File: config.mk
export PLATFORM = sky130hd
export DESIGN_NAME = lp_pwm_timer
export DESIGN_NICKNAME = d
export VERILOG_FILES = /design/src/rtl/lpt_pkg.sv /design/src/rtl/lpt_regs.sv /design/src/rtl/lpt_prescaler.sv /design/src/rtl/lpt_counter.sv /design/src/rtl/lp_pwm_timer.sv
export SDC_FILE = /design/constraint.sdc
export NUM_CORES = 1
export LEC_CHECK = 0
export BUFFER_PORTS_ARGS = -buffer_cell sky130_fd_sc_hd__buf_2
export CORE_MARGIN = 4
export CORE_UTILIZATION = 56
export DETAILED_ROUTE_END_ITERATION = 12
export PLACE_DENSITY = 0.77
export SLEW_MARGIN = 5
export SYNTH_ARGS = -nofsm -noshare
export SYNTH_HDL_FRONTEND = slang
export SYNTH_SLANG_ARGS = --single-unit
File: constraint.sdc
create_clock -name clk -period 5.6 [get_ports clk]
set_input_delay 1.12 -clock clk [delete_from_list [all_inputs] [get_ports clk]]
set_output_delay 1.12 -clock clk [all_outputs]
set_load 0.1 [all_outputs]
File: src/rtl/lpt_pkg.sv
package lpt_pkg;
  localparam logic [2:0] ADR_CTRL   = 3'd0;
  localparam logic [2:0] ADR_CFG    = 3'd1;
  localparam logic [2:0] ADR_RELOAD = 3'd2;
  localparam logic [2:0] ADR_CMP    = 3'd3;
  localparam logic [2:0] ADR_STAT   = 3'd4;
  localparam logic [2:0] ADR_CLR    = 3'd5;

  localparam int BIT_EN    = 0;
  localparam int BIT_START = 1;
  localparam int BIT_CMPOK = 0;
  localparam int BIT_RLDOK = 1;
endpackage

File: src/rtl/lpt_regs.sv
module lpt_regs #(
  parameter int CNT_W = 16,
  parameter int PSC_W = 3
) (
  input  logic             clk,
  input  logic             rst_n,
  input  logic             wr,
  input  logic [2:0]       addr,
  input  logic [CNT_W-1:0] wdata,
  output logic [CNT_W-1:0] rdata,
  output logic             en_o,
  output logic             run_o,
  output logic             start_o,
  output logic [PSC_W-1:0] psc_o,
  output logic             pol_o,
  output logic [CNT_W-1:0] rld_sh_o,
  output logic [CNT_W-1:0] cmp_sh_o,
  output logic             rld_ok_o,
  output logic             cmp_ok_o
);
  import lpt_pkg::*;

  logic en_q, run_q, pol_q, rld_pend, cmp_pend, rld_ok_q, cmp_ok_q;
  logic [PSC_W-1:0] psc_q;
  logic [CNT_W-1:0] rld_q, cmp_q;
  logic wr_ctrl, wr_cfg, wr_rld, wr_cmp, clr_rld, clr_cmp;

  assign wr_ctrl = wr && (addr == ADR_CTRL);
  assign wr_cfg  = wr && (addr == ADR_CFG) && !en_q;
  assign wr_rld  = wr && (addr == ADR_RELOAD) && en_q;
  assign wr_cmp  = wr && (addr == ADR_CMP) && en_q;
  assign clr_rld = wr && (addr == ADR_CLR) && wdata[BIT_RLDOK];
  assign clr_cmp = wr && (addr == ADR_CLR) && wdata[BIT_CMPOK];
  assign start_o = wr_ctrl && wdata[BIT_EN] && wdata[BIT_START] && !run_q;

  always_ff @(posedge clk) begin
    if (!rst_n) begin
      en_q  <= 1'b0;
      run_q <= 1'b0;
      psc_q <= '0;
      pol_q <= 1'b0;
      rld_q <= '0;
      cmp_q <= '0;
    end else begin
      if (wr_ctrl) begin
        en_q  <= wdata[BIT_EN];
        run_q <= wdata[BIT_EN] & (wdata[BIT_START] | run_q);
      end
      if (wr_cfg) begin
        psc_q <= wdata[PSC_W-1:0];
        pol_q <= wdata[PSC_W];
      end
      if (wr_rld) rld_q <= wdata;
      if (wr_cmp) cmp_q <= wdata;
    end
  end

  // two-stage write-ok pipeline: accept edge, then flag edge
  always_ff @(posedge clk) begin
    if (!rst_n) begin
      rld_pend <= 1'b0;
      cmp_pend <= 1'b0;
      rld_ok_q <= 1'b0;
      cmp_ok_q <= 1'b0;
    end else begin
      rld_pend <= wr_rld;
      cmp_pend <= wr_cmp;
      rld_ok_q <= rld_pend | (rld_ok_q & ~clr_rld);
      cmp_ok_q <= cmp_pend | (cmp_ok_q & ~clr_cmp);
    end
  end

  always_comb begin
    rdata = '0;
    case (addr)
      ADR_CTRL: begin
        rdata[BIT_EN]    = en_q;
        rdata[BIT_START] = run_q;
      end
      ADR_CFG: begin
        rdata[PSC_W-1:0] = psc_q;
        rdata[PSC_W]     = pol_q;
      end
      ADR_RELOAD: rdata = rld_q;
      ADR_CMP:    rdata = cmp_q;
      ADR_STAT: begin
        rdata[BIT_CMPOK] = cmp_ok_q;
        rdata[BIT_RLDOK] = rld_ok_q;
      end
      default: rdata = '0;
    endcase
  end

  assign en_o     = en_q;
  assign run_o    = run_q;
  assign psc_o    = psc_q;
  assign pol_o    = pol_q;
  assign rld_sh_o = rld_q;
  assign cmp_sh_o = cmp_q;
  assign rld_ok_o = rld_ok_q;
  assign cmp_ok_o = cmp_ok_q;
endmodule

File: src/rtl/lpt_prescaler.sv
module lpt_prescaler #(
  parameter int PSC_W = 3
) (
  input  logic             clk,
  input  logic             rst_n,
  input  logic             run,
  input  logic [PSC_W-1:0] code,
  output logic             tick
);
  localparam int DIV_W = (2 ** PSC_W) - 1;

  logic [DIV_W-1:0] div_q, limit;

  // limit = 2^code - 1, a run of code ones
  assign limit = ~({DIV_W{1'b1}} << code);
  assign tick  = run && (div_q == limit);

  always_ff @(posedge clk) begin
    if (!rst_n || !run) div_q <= '0;
    else if (tick)      div_q <= '0;
    else                div_q <= div_q + 1'b1;
  end
endmodule

File: src/rtl/lpt_counter.sv
module lpt_counter #(
  parameter int CNT_W = 16
) (
  input  logic             clk,
  input  logic             rst_n,
  input  logic             run,
  input  logic             start,
  input  logic             tick,
  input  logic [CNT_W-1:0] rld_sh,
  input  logic [CNT_W-1:0] cmp_sh,
  output logic [CNT_W-1:0] cnt_o,
  output logic [CNT_W-1:0] rld_act_o,
  output logic             active_o
);
  logic [CNT_W-1:0] cnt_q, rld_act, cmp_act;
  logic wrap;

  assign wrap = tick && (cnt_q == rld_act);

  always_ff @(posedge clk) begin
    if (!rst_n) begin
      cnt_q   <= '0;
      rld_act <= '0;
      cmp_act <= '0;
    end else if (start) begin
      cnt_q   <= '0;
      rld_act <= rld_sh;
      cmp_act <= cmp_sh;
    end else if (!run) begin
      cnt_q <= '0;
    end else if (wrap) begin
      cnt_q   <= '0;
      rld_act <= rld_sh;
      cmp_act <= cmp_sh;
    end else if (tick) begin
      cnt_q <= cnt_q + 1'b1;
    end
  end

  assign active_o  = run && (cnt_q > cmp_act);
  assign cnt_o     = cnt_q;
  assign rld_act_o = rld_act;
endmodule

File: src/rtl/lp_pwm_timer.sv
module lp_pwm_timer #(
  parameter int CNT_W = 16,
  parameter int PSC_W = 3
) (
  input  logic             clk,
  input  logic             rst_n,
  input  logic             reg_wr,
  input  logic [2:0]       reg_addr,
  input  logic [CNT_W-1:0] reg_wdata,
  output logic [CNT_W-1:0] reg_rdata,
  output logic             pwm_out
);
  logic en_q, run_q, start_p, pol_q, rld_ok, cmp_ok, tick, active;
  logic [PSC_W-1:0] psc_q;
  logic [CNT_W-1:0] rld_sh, cmp_sh, cnt, rld_act;

  lpt_regs #(.CNT_W(CNT_W), .PSC_W(PSC_W)) u_regs (
    .clk(clk), .rst_n(rst_n), .wr(reg_wr), .addr(reg_addr), .wdata(reg_wdata),
    .rdata(reg_rdata), .en_o(en_q), .run_o(run_q), .start_o(start_p),
    .psc_o(psc_q), .pol_o(pol_q), .rld_sh_o(rld_sh), .cmp_sh_o(cmp_sh),
    .rld_ok_o(rld_ok), .cmp_ok_o(cmp_ok)
  );

  lpt_prescaler #(.PSC_W(PSC_W)) u_psc (
    .clk(clk), .rst_n(rst_n), .run(run_q), .code(psc_q), .tick(tick)
  );

  lpt_counter #(.CNT_W(CNT_W)) u_cnt (
    .clk(clk), .rst_n(rst_n), .run(run_q), .start(start_p), .tick(tick),
    .rld_sh(rld_sh), .cmp_sh(cmp_sh), .cnt_o(cnt), .rld_act_o(rld_act),
    .active_o(active)
  );

  assign pwm_out = active ^ pol_q;
endmodule

==> results.json, run 1 <==
{
  "clkSinkCount": 97,
  "cp.depth": 6,
  "drt-initial-drc-count": 188,
  "synthCells": 561,
  "synth_edf_count": 0,
  "grt_use_total_pct": 22.7,
  "nNetsFinal": 621,
  "syn_avg_cell_area_um2": 8.75,
  "setup_violations": 0,
  "max_slew_margin_pct": 19.9,
  "yosysWarnings": 0,
  "crit_path_max_fanout": 20,
  "drive_gt1_share_pct": 11.1,
  "vias": 3904,
  "crit_buf_inv": 3,
  "routed_via_density": 5.65,
  "fp-row-count": 33,
  "ios": 39,
  "crit_family": "buffers and inverters",
  "r2r_end": "u_cnt.cnt_o[7]$_SDFFE_PP0P_",
  "finalCritPeriodShare_pct": 67.6,
  "grt_max_degree": 77,
  "hold_buffers": 0,
  "wire_per_inst_um": 15.6,
  "fill_cells": 713,
  "htreeDepth": 3,
  "maxCapViolations": 0,
  "die_y_um": 102,
  "final_core_util_pct": 64.1,
  "whs_endpoint": "u_regs.cmp_ok_o$_SDFF_PN0_",
  "ys_seq_area_share_pct": 39.5,
  "globalplace.congestion": 0.852,
  "synth-main-ff-cell": "dfxtp_1",
  "slowest_delay_ps": 450,
  "wirelength_um": 10800,
  "worstSetupStartpointType": "input port",
  "violations": "DRC",
  "worst_slew_pin_slew_ps": 1200,
  "crit_top_cell": "buf_2",
  "numPortBuffers": 38,
  "rsz0062_at_grt": "no",
  "clk_latency_ps": 360,
  "postCtsSetupBuffers": 0,
  "fin_setup_tns_ps": 0,
  "status": "finished with violations",
  "min_period_ps": 3790,
  "fmax_mhz": 264,
  "synthTopCellsByArea": "dfxtp_1 40%, mux2i_1 11%, nand2_1 6.1%, nor2b_1 5.1%, a21boi_0 4.9%",
  "cts_tree": "done",
  "critPathRequiredTime_ps": 4480,
  "endpoint_kind": "output pin",
  "hp-class": "flop to flop",
  "synth_nets": 601,
  "cpMaxStageDelayCell": "buf_2",
  "vdd_drop_max_mv": 0.149,
  "dieArea_mm2": 0.0103,
  "reg2reg_depth": 6,
  "worst_r2r_startpoint": "u_regs.psc_o[2]$_SDFFE_PN0P_",
  "cts-resized-gates": 0,
  "grt_pass1_wl_um": 18700,
  "finalMaxSlewViolations": 0,
  "min_path_cells": 2,
  "worst-setup-path-type": "input port to output pin",
  "dp_hpwl_um": 7650,
  "core_mm2": 0.00838,
  "antenna_found_initial": 0,
  "cts.clk_slew.worst_paths_ps": 90,
  "start_util_pct": 58.6,
  "p_per_area_mw_per_mm2": 242,
  "r2r_slack_ps": 2800,
  "ant_nets": 0,
  "p_leak_uw": 0.00211,
  "gr-total-overflow": 0,
  "synth_area_mm2": 0.00491,
  "die_w_um": 102,
  "hp-start": "u_regs.cmp_pend$_SDFF_PN0_",
  "area_growth_pct": 9.43,
  "numCtsBuffers": 9,
  "antennaDiodeCount": 0,
  "crit_arrival_ps": 2670,
  "synth_largest_area_cell": "dfxtp_1",
  "dr.pass1.iters": 10,
  "path_cells": "buf_2 -> inv_1 -> nor2_1 -> a22oi_1 -> o21ai_0 -> buf_2",
  "yosys_register_bits": 97,
  "drc": 1,
  "first_global_vias": 3880,
  "synth.top_cell.area_share_pct": 39.5,
  "fin_worst_skew_ps": 9.60,
  "clk_path_buf_depth": 2,
  "cts_root_buffer": "clkbuf_8",
  "ys_types": 46,
  "postSynth.asyncResetShare_pct": 0,
  "finalHoldViolCount": 0
}
[report_power, final]
| part | switching [µW] | total (µW) | internal [µW] | leakage, µW |
|---|---|---|---|---|
| logic | 33.7 | 56.6 | 22.9 | 0.00121 |
| registers | 2.48 | 693 | 690 | 0.000781 |
| clock network | 242 | 553 | 311 | 0.000127 |
[synthesized netlist by cell type, types with 3 or more instances]
cell type   n
o31ai_1     3
clkbuf_1   23
and3_1      5
mux2i_1    53
xnor2_1    23
nand3_1    13
buf_4       5
nor2b_1    40
ha_1       18
xor2_1     10
and4_1      4
o21ai_0    10
nand4_1    15
or4_1       3
nand2_1    80
dfxtp_1    97
nor2_1     39
a21oi_1    24
and2_1      3
a21boi_0   32
nor3_1      5
inv_1      25
or3_1       4
[per-stage QoR]
stage / instances / cell area, µm² / total power, µW / hold slack (ps) / setup WS, ps
detailed placement: 675 / 5120 / 765 / 462 / 1830
global placement: 675 / 5120 / 764 / 445 / 1870
floorplan: 561 / 4910 / 748 / 434 / 512
global route: 691 / 5370 / 1350 / 520 / 1630
finish: 691 / 5370 / 1300 / 487 / 1810
CTS: 691 / 5370 / 1310 / 487 / 1830
[metal layers]
layer	share of wire, %	vias up	global-route usage [%]
li1	-	1959	-
met1	47	1867	30.6
met3	3.8	8	3.93
met2	48	70	37.3
met5	0	-	0
met4	0.94	0	6.54
[worst max-delay path by stage]
stage	start	to	slack [ps]
detailed placement	reg_addr[0]	reg_rdata[1]	1830
global placement	reg_addr[0]	reg_rdata[1]	1870
CTS	reg_addr[0]	reg_rdata[1]	1830
finish	reg_addr[0]	reg_rdata[1]	1810
floorplan	reg_addr[0]	reg_rdata[0]	510
global route	reg_addr[0]	reg_rdata[1]	1630
[cell type report]
| cell class | count | area [µm²] | area share [%] |
|---|---|---|---|
| Clock inverter | 6 | 113 | 2.10 |
| Tap cell | 105 | 131 | 2.44 |
| Inverter | 25 | 93.8 | 1.75 |
| Sequential cell | 97 | 1940 | 36.1 |
| Multi-Input combinational cell | 408 | 2750 | 51.2 |
| Timing Repair Buffer | 40 | 205 | 3.82 |
| Clock buffer | 10 | 138 | 2.56 |
[cells in the final DEF, fill, tap and decap left out, types with 2 or more instances in the layout]
| master | netlist | routed |
|---|---|---|
| nor3_2 | 0 | 2 |
| nand2_1 | 80 | 80 |
| o31ai_1 | 3 | 3 |
| nand4_1 | 15 | 15 |
| or4_1 | 3 | 3 |
| clkbuf_8 | 0 | 10 |
| and2_1 | 3 | 3 |
| nor2_1 | 39 | 39 |
| or3_1 | 4 | 4 |
| inv_1 | 25 | 25 |
| a21boi_0 | 32 | 32 |
| dfxtp_1 | 97 | 97 |
| nor4_1 | 2 | 2 |
| buf_2 | 1 | 38 |
| mux2i_1 | 53 | 53 |
| xor2_1 | 10 | 10 |
| nand3_2 | 2 | 2 |
| o21ai_0 | 10 | 10 |
| and3_1 | 5 | 5 |
| and4_1 | 4 | 4 |
| nor2b_1 | 40 | 40 |
| ha_1 | 18 | 18 |
| bufinv_16 | 0 | 3 |
| nor3_1 | 5 | 3 |
| nand3_1 | 13 | 13 |
| and4b_1 | 2 | 2 |
| a21o_1 | 2 | 2 |
| a21oi_1 | 24 | 24 |
| buf_4 | 5 | 2 |
| xnor2_1 | 23 | 23 |
[sequential cells by signal (all words and copies together) (netlist names)]
signal           count
u_regs.rld_ok_o      1
u_cnt.rld_act_o     16
u_cnt.cmp_act       16
u_regs.psc_o         3
u_regs.pol_o         1
u_regs.cmp_sh_o     16
u_cnt.cnt_o         16
u_regs.rld_sh_o     16
u_regs.run_o         1
u_regs.cmp_pend      1
u_regs.cmp_ok_o      1
u_regs.rld_pend      1
u_psc.div_q          7
u_regs.en_o          1
[worst reg2reg max path, cell delays in order (launching register included)]
cell and delay, ps:
dfxtp_1 590, nand3_2 120, xnor2_1 170, a2111oi_4 720, nand3_2 370, or4_1 590
a21oi_1 170
[cells by family (layout without fill, tap and decap cells)]
kind of cell / after synthesis / count (layout) / share of synthesized area (%)
XOR/XNOR: 33 / 33 / 5.89
AND/OR/NAND/NOR: 222 / 222 / 22.5
buffers and inverters: 56 / 81 / 4.87
flip-flops: 97 / 97 / 39.5
multiplexers: 54 / 54 / 11.3
adder cells (fa/ha/maj): 18 / 18 / 4.59
AO/OA/AOI/OAI: 81 / 81 / 11.3
Power figures use the tool's default switching activity.
==> run 2: changes to the inputs <==
==> constraint.sdc (replaced) <==
create_clock -name clk -period 3.63 [get_ports clk]
set_input_delay 0.726 -clock clk [delete_from_list [all_inputs] [get_ports clk]]
set_output_delay 0.726 -clock clk [all_outputs]
set_load 0.1 [all_outputs]
==> run 2 against run 1 <==
The run now ends clean. Flip-flop and latch count stayed put. Die area stayed put. Combinational power is 60% higher. First-iteration DRC count is 13% lower. Design area hardly changed. Global-route usage is 0.45 points lower. Final cell count is 0.58% higher. Clock skew is 1.9 ps higher. Critical path type is now flop to output pin. Sequential share of layout area hardly changed. Setup slack worse by 1400 ps. Highest routed layer unchanged.
==> results.json, run 2 (synthesis results as in run 1) <==
{
  "vdd_drop_max_mv": 0.199,
  "fmax_mhz": 311,
  "die_w_um": 102,
  "gr-total-overflow": 0,
  "cts-resized-gates": 0,
  "slowest_delay_ps": 440,
  "cpMaxStageDelayCell": "buf_2",
  "cts_root_buffer": "clkbuf_8",
  "finalHoldViolCount": 0,
  "r2r_end": "u_cnt.cnt_o[5]$_SDFFE_PP0P_",
  "p_leak_uw": 0.00210,
  "cts.clk_slew.worst_paths_ps": 100,
  "dr.pass1.iters": 4,
  "drt-initial-drc-count": 163,
  "timing.final.ws_setup_ps": 419,
  "globalplace.congestion": 0.850,
  "fp-row-count": 33,
  "power_switching_uw": 454,
  "p_sw_share_pct": 24.8,
  "ant_nets": 0,
  "drc": 0,
  "finalMaxSlewViolations": 0,
  "critPathRequiredTime_ps": 2900,
  "first_global_vias": 3920,
  "min_path_cells": 2,
  "wire_per_inst_um": 15.3,
  "numCtsBuffers": 9,
  "min_period_ps": 3210,
  "path_cells": "inv_1 -> ha_1 -> nand4_1 -> nor3_1 -> a21oi_1 -> a21oi_1 -> xor2_1 -> buf_2",
  "grt_pass1_wl_um": 18500,
  "dieArea_mm2": 0.0103,
  "fin_setup_tns_ps": 0,
  "crit_family": "buffers and inverters",
  "final_core_util_pct": 64.1,
  "pre_cts_slack_ps": 656,
  "grt_max_degree": 57,
  "final_area_mm2": 0.00537,
  "nNetsFinal": 625,
  "seq_power_share_pct": 58.3,
  "hp-start": "u_regs.rld_pend$_SDFF_PN0_",
  "rsz0062_at_grt": "no",
  "final_common_cell": "dfxtp_1",
  "reg2reg_depth": 6,
  "finalCritPeriodShare_pct": 88.5,
  "clkSinkCount": 97,
  "crit_buf_inv": 2,
  "drive_gt1_share_pct": 13.4,
  "endpoint_kind": "output pin",
  "hp-class": "flop to flop",
  "crit_arrival_ps": 2490,
  "numPortBuffers": 38,
  "start_util_pct": 58.6,
  "postCtsSetupBuffers": 0,
  "worst-setup-path-type": "flop to output pin",
  "maxCapViolations": 0,
  "wirelength_um": 10600,
  "grt_use_total_pct": 22.2,
  "whs_ps": 486,
  "htreeDepth": 3,
  "crit_top_cell": "a21oi_1",
  "hold_buffers": 0,
  "antennaDiodeCount": 0,
  "cp-startpoint": "u_cnt.cmp_act[15]$_SDFFE_PN0P_",
  "clk_latency_ps": 360,
  "crit_path_max_fanout": 4,
  "worst_slew_pin_slew_ps": 763,
  "p_per_area_mw_per_mm2": 341,
  "whs_endpoint": "u_regs.rld_ok_o$_SDFF_PN0_",
  "area_growth_pct": 9.32,
  "fin_worst_skew_ps": 11.5,
  "dp_hpwl_um": 7730,
  "layout_common_cells": "97 x dfxtp_1, 80 x nand2_1, 53 x mux2i_1",
  "pwr-share-comb_pct": 4.9,
  "core_mm2": 0.00838,
  "ios": 39,
  "worst_r2r_startpoint": "u_regs.psc_o[2]$_SDFFE_PN0P_",
  "cts_tree": "done",
  "antenna_found_initial": 0,
  "setup_violations": 0,
  "die_y_um": 102,
  "clk_path_buf_depth": 2,
  "status": "completed",
  "p_clk_share_pct": 36.7,
  "r2r_slack_ps": 830,
  "dpl_cell_area_mm2": 0.00518,
  "max_slew_margin_pct": 48.7,
  "routed_via_density": 5.60,
  "p_int_uw": 1380,
  "worstSetupStartpointType": "flop",
  "vias": 3891
}
==> run 2: changes by cell type in the layout (fill, tap and decap cells not counted), sizes merged <==
cell      delta
clkinvlp     +1
inv          +2
bufinv       -3
buf          +4
==> run 2: worst reg2reg max path, stage by stage, from the launching register on <==
cell and delay (ps):
dfxtp_1 590, nand3_2 120, xnor2_1 170, a2111oi_4 720
nand3_2 380, or4_1 600, a21oi_1 150
==> run 2: cell type report <==
cell class              count  area [µm²]
fillers                   713        3010
multi-input cells         408        2780
flip-flops and latches     97        1940
repair buffers             44         235
clock buffers              10         138
well taps                 105         131
inverters                  25        93.8
clock inverters             6        50.0
==> run 2: worst max-delay path by stage <==
| stage | endpoint | cells past startpoint |
|---|---|---|
| after floorplan | reg_rdata[5] | 4 |
| after global placement | u_cnt.rld_act_o[11]$_SDFFE_PN0P_ | 8 |
| after detailed placement | u_cnt.cmp_act[15]$_SDFFE_PN0P_ | 8 |
| after CTS | pwm_out | 8 |
| after global routing | pwm_out | 7 |
| final | pwm_out | 8 |
==> run 2: power groups by stage <==
stage	logic, µW	registers, µW	clock network (µW)
3_3_place_gp	88.8	1090	0
4_1_cts	89.8	1070	686
5_1_grt	96.9	1070	738
3_5_place_dp	89.7	1090	0
2_1_floorplan	64.2	1090	0
6_report	90.7	1070	674
==> run 2: metrics by stage <==
stage,total power [µW],std cells
after global routing,1910,695
after CTS,1850,695
after floorplan,1160,561
final,1830,695
after global placement,1180,679
after detailed placement,1180,679
==> run 2: metal layers <==
layer  global-route usage (%)  share of wire [%]
met3                     3.99                5.0
met1                     30.4                 48
met4                     8.69                1.9
met5                        0                  0
met2                     34.9                 45
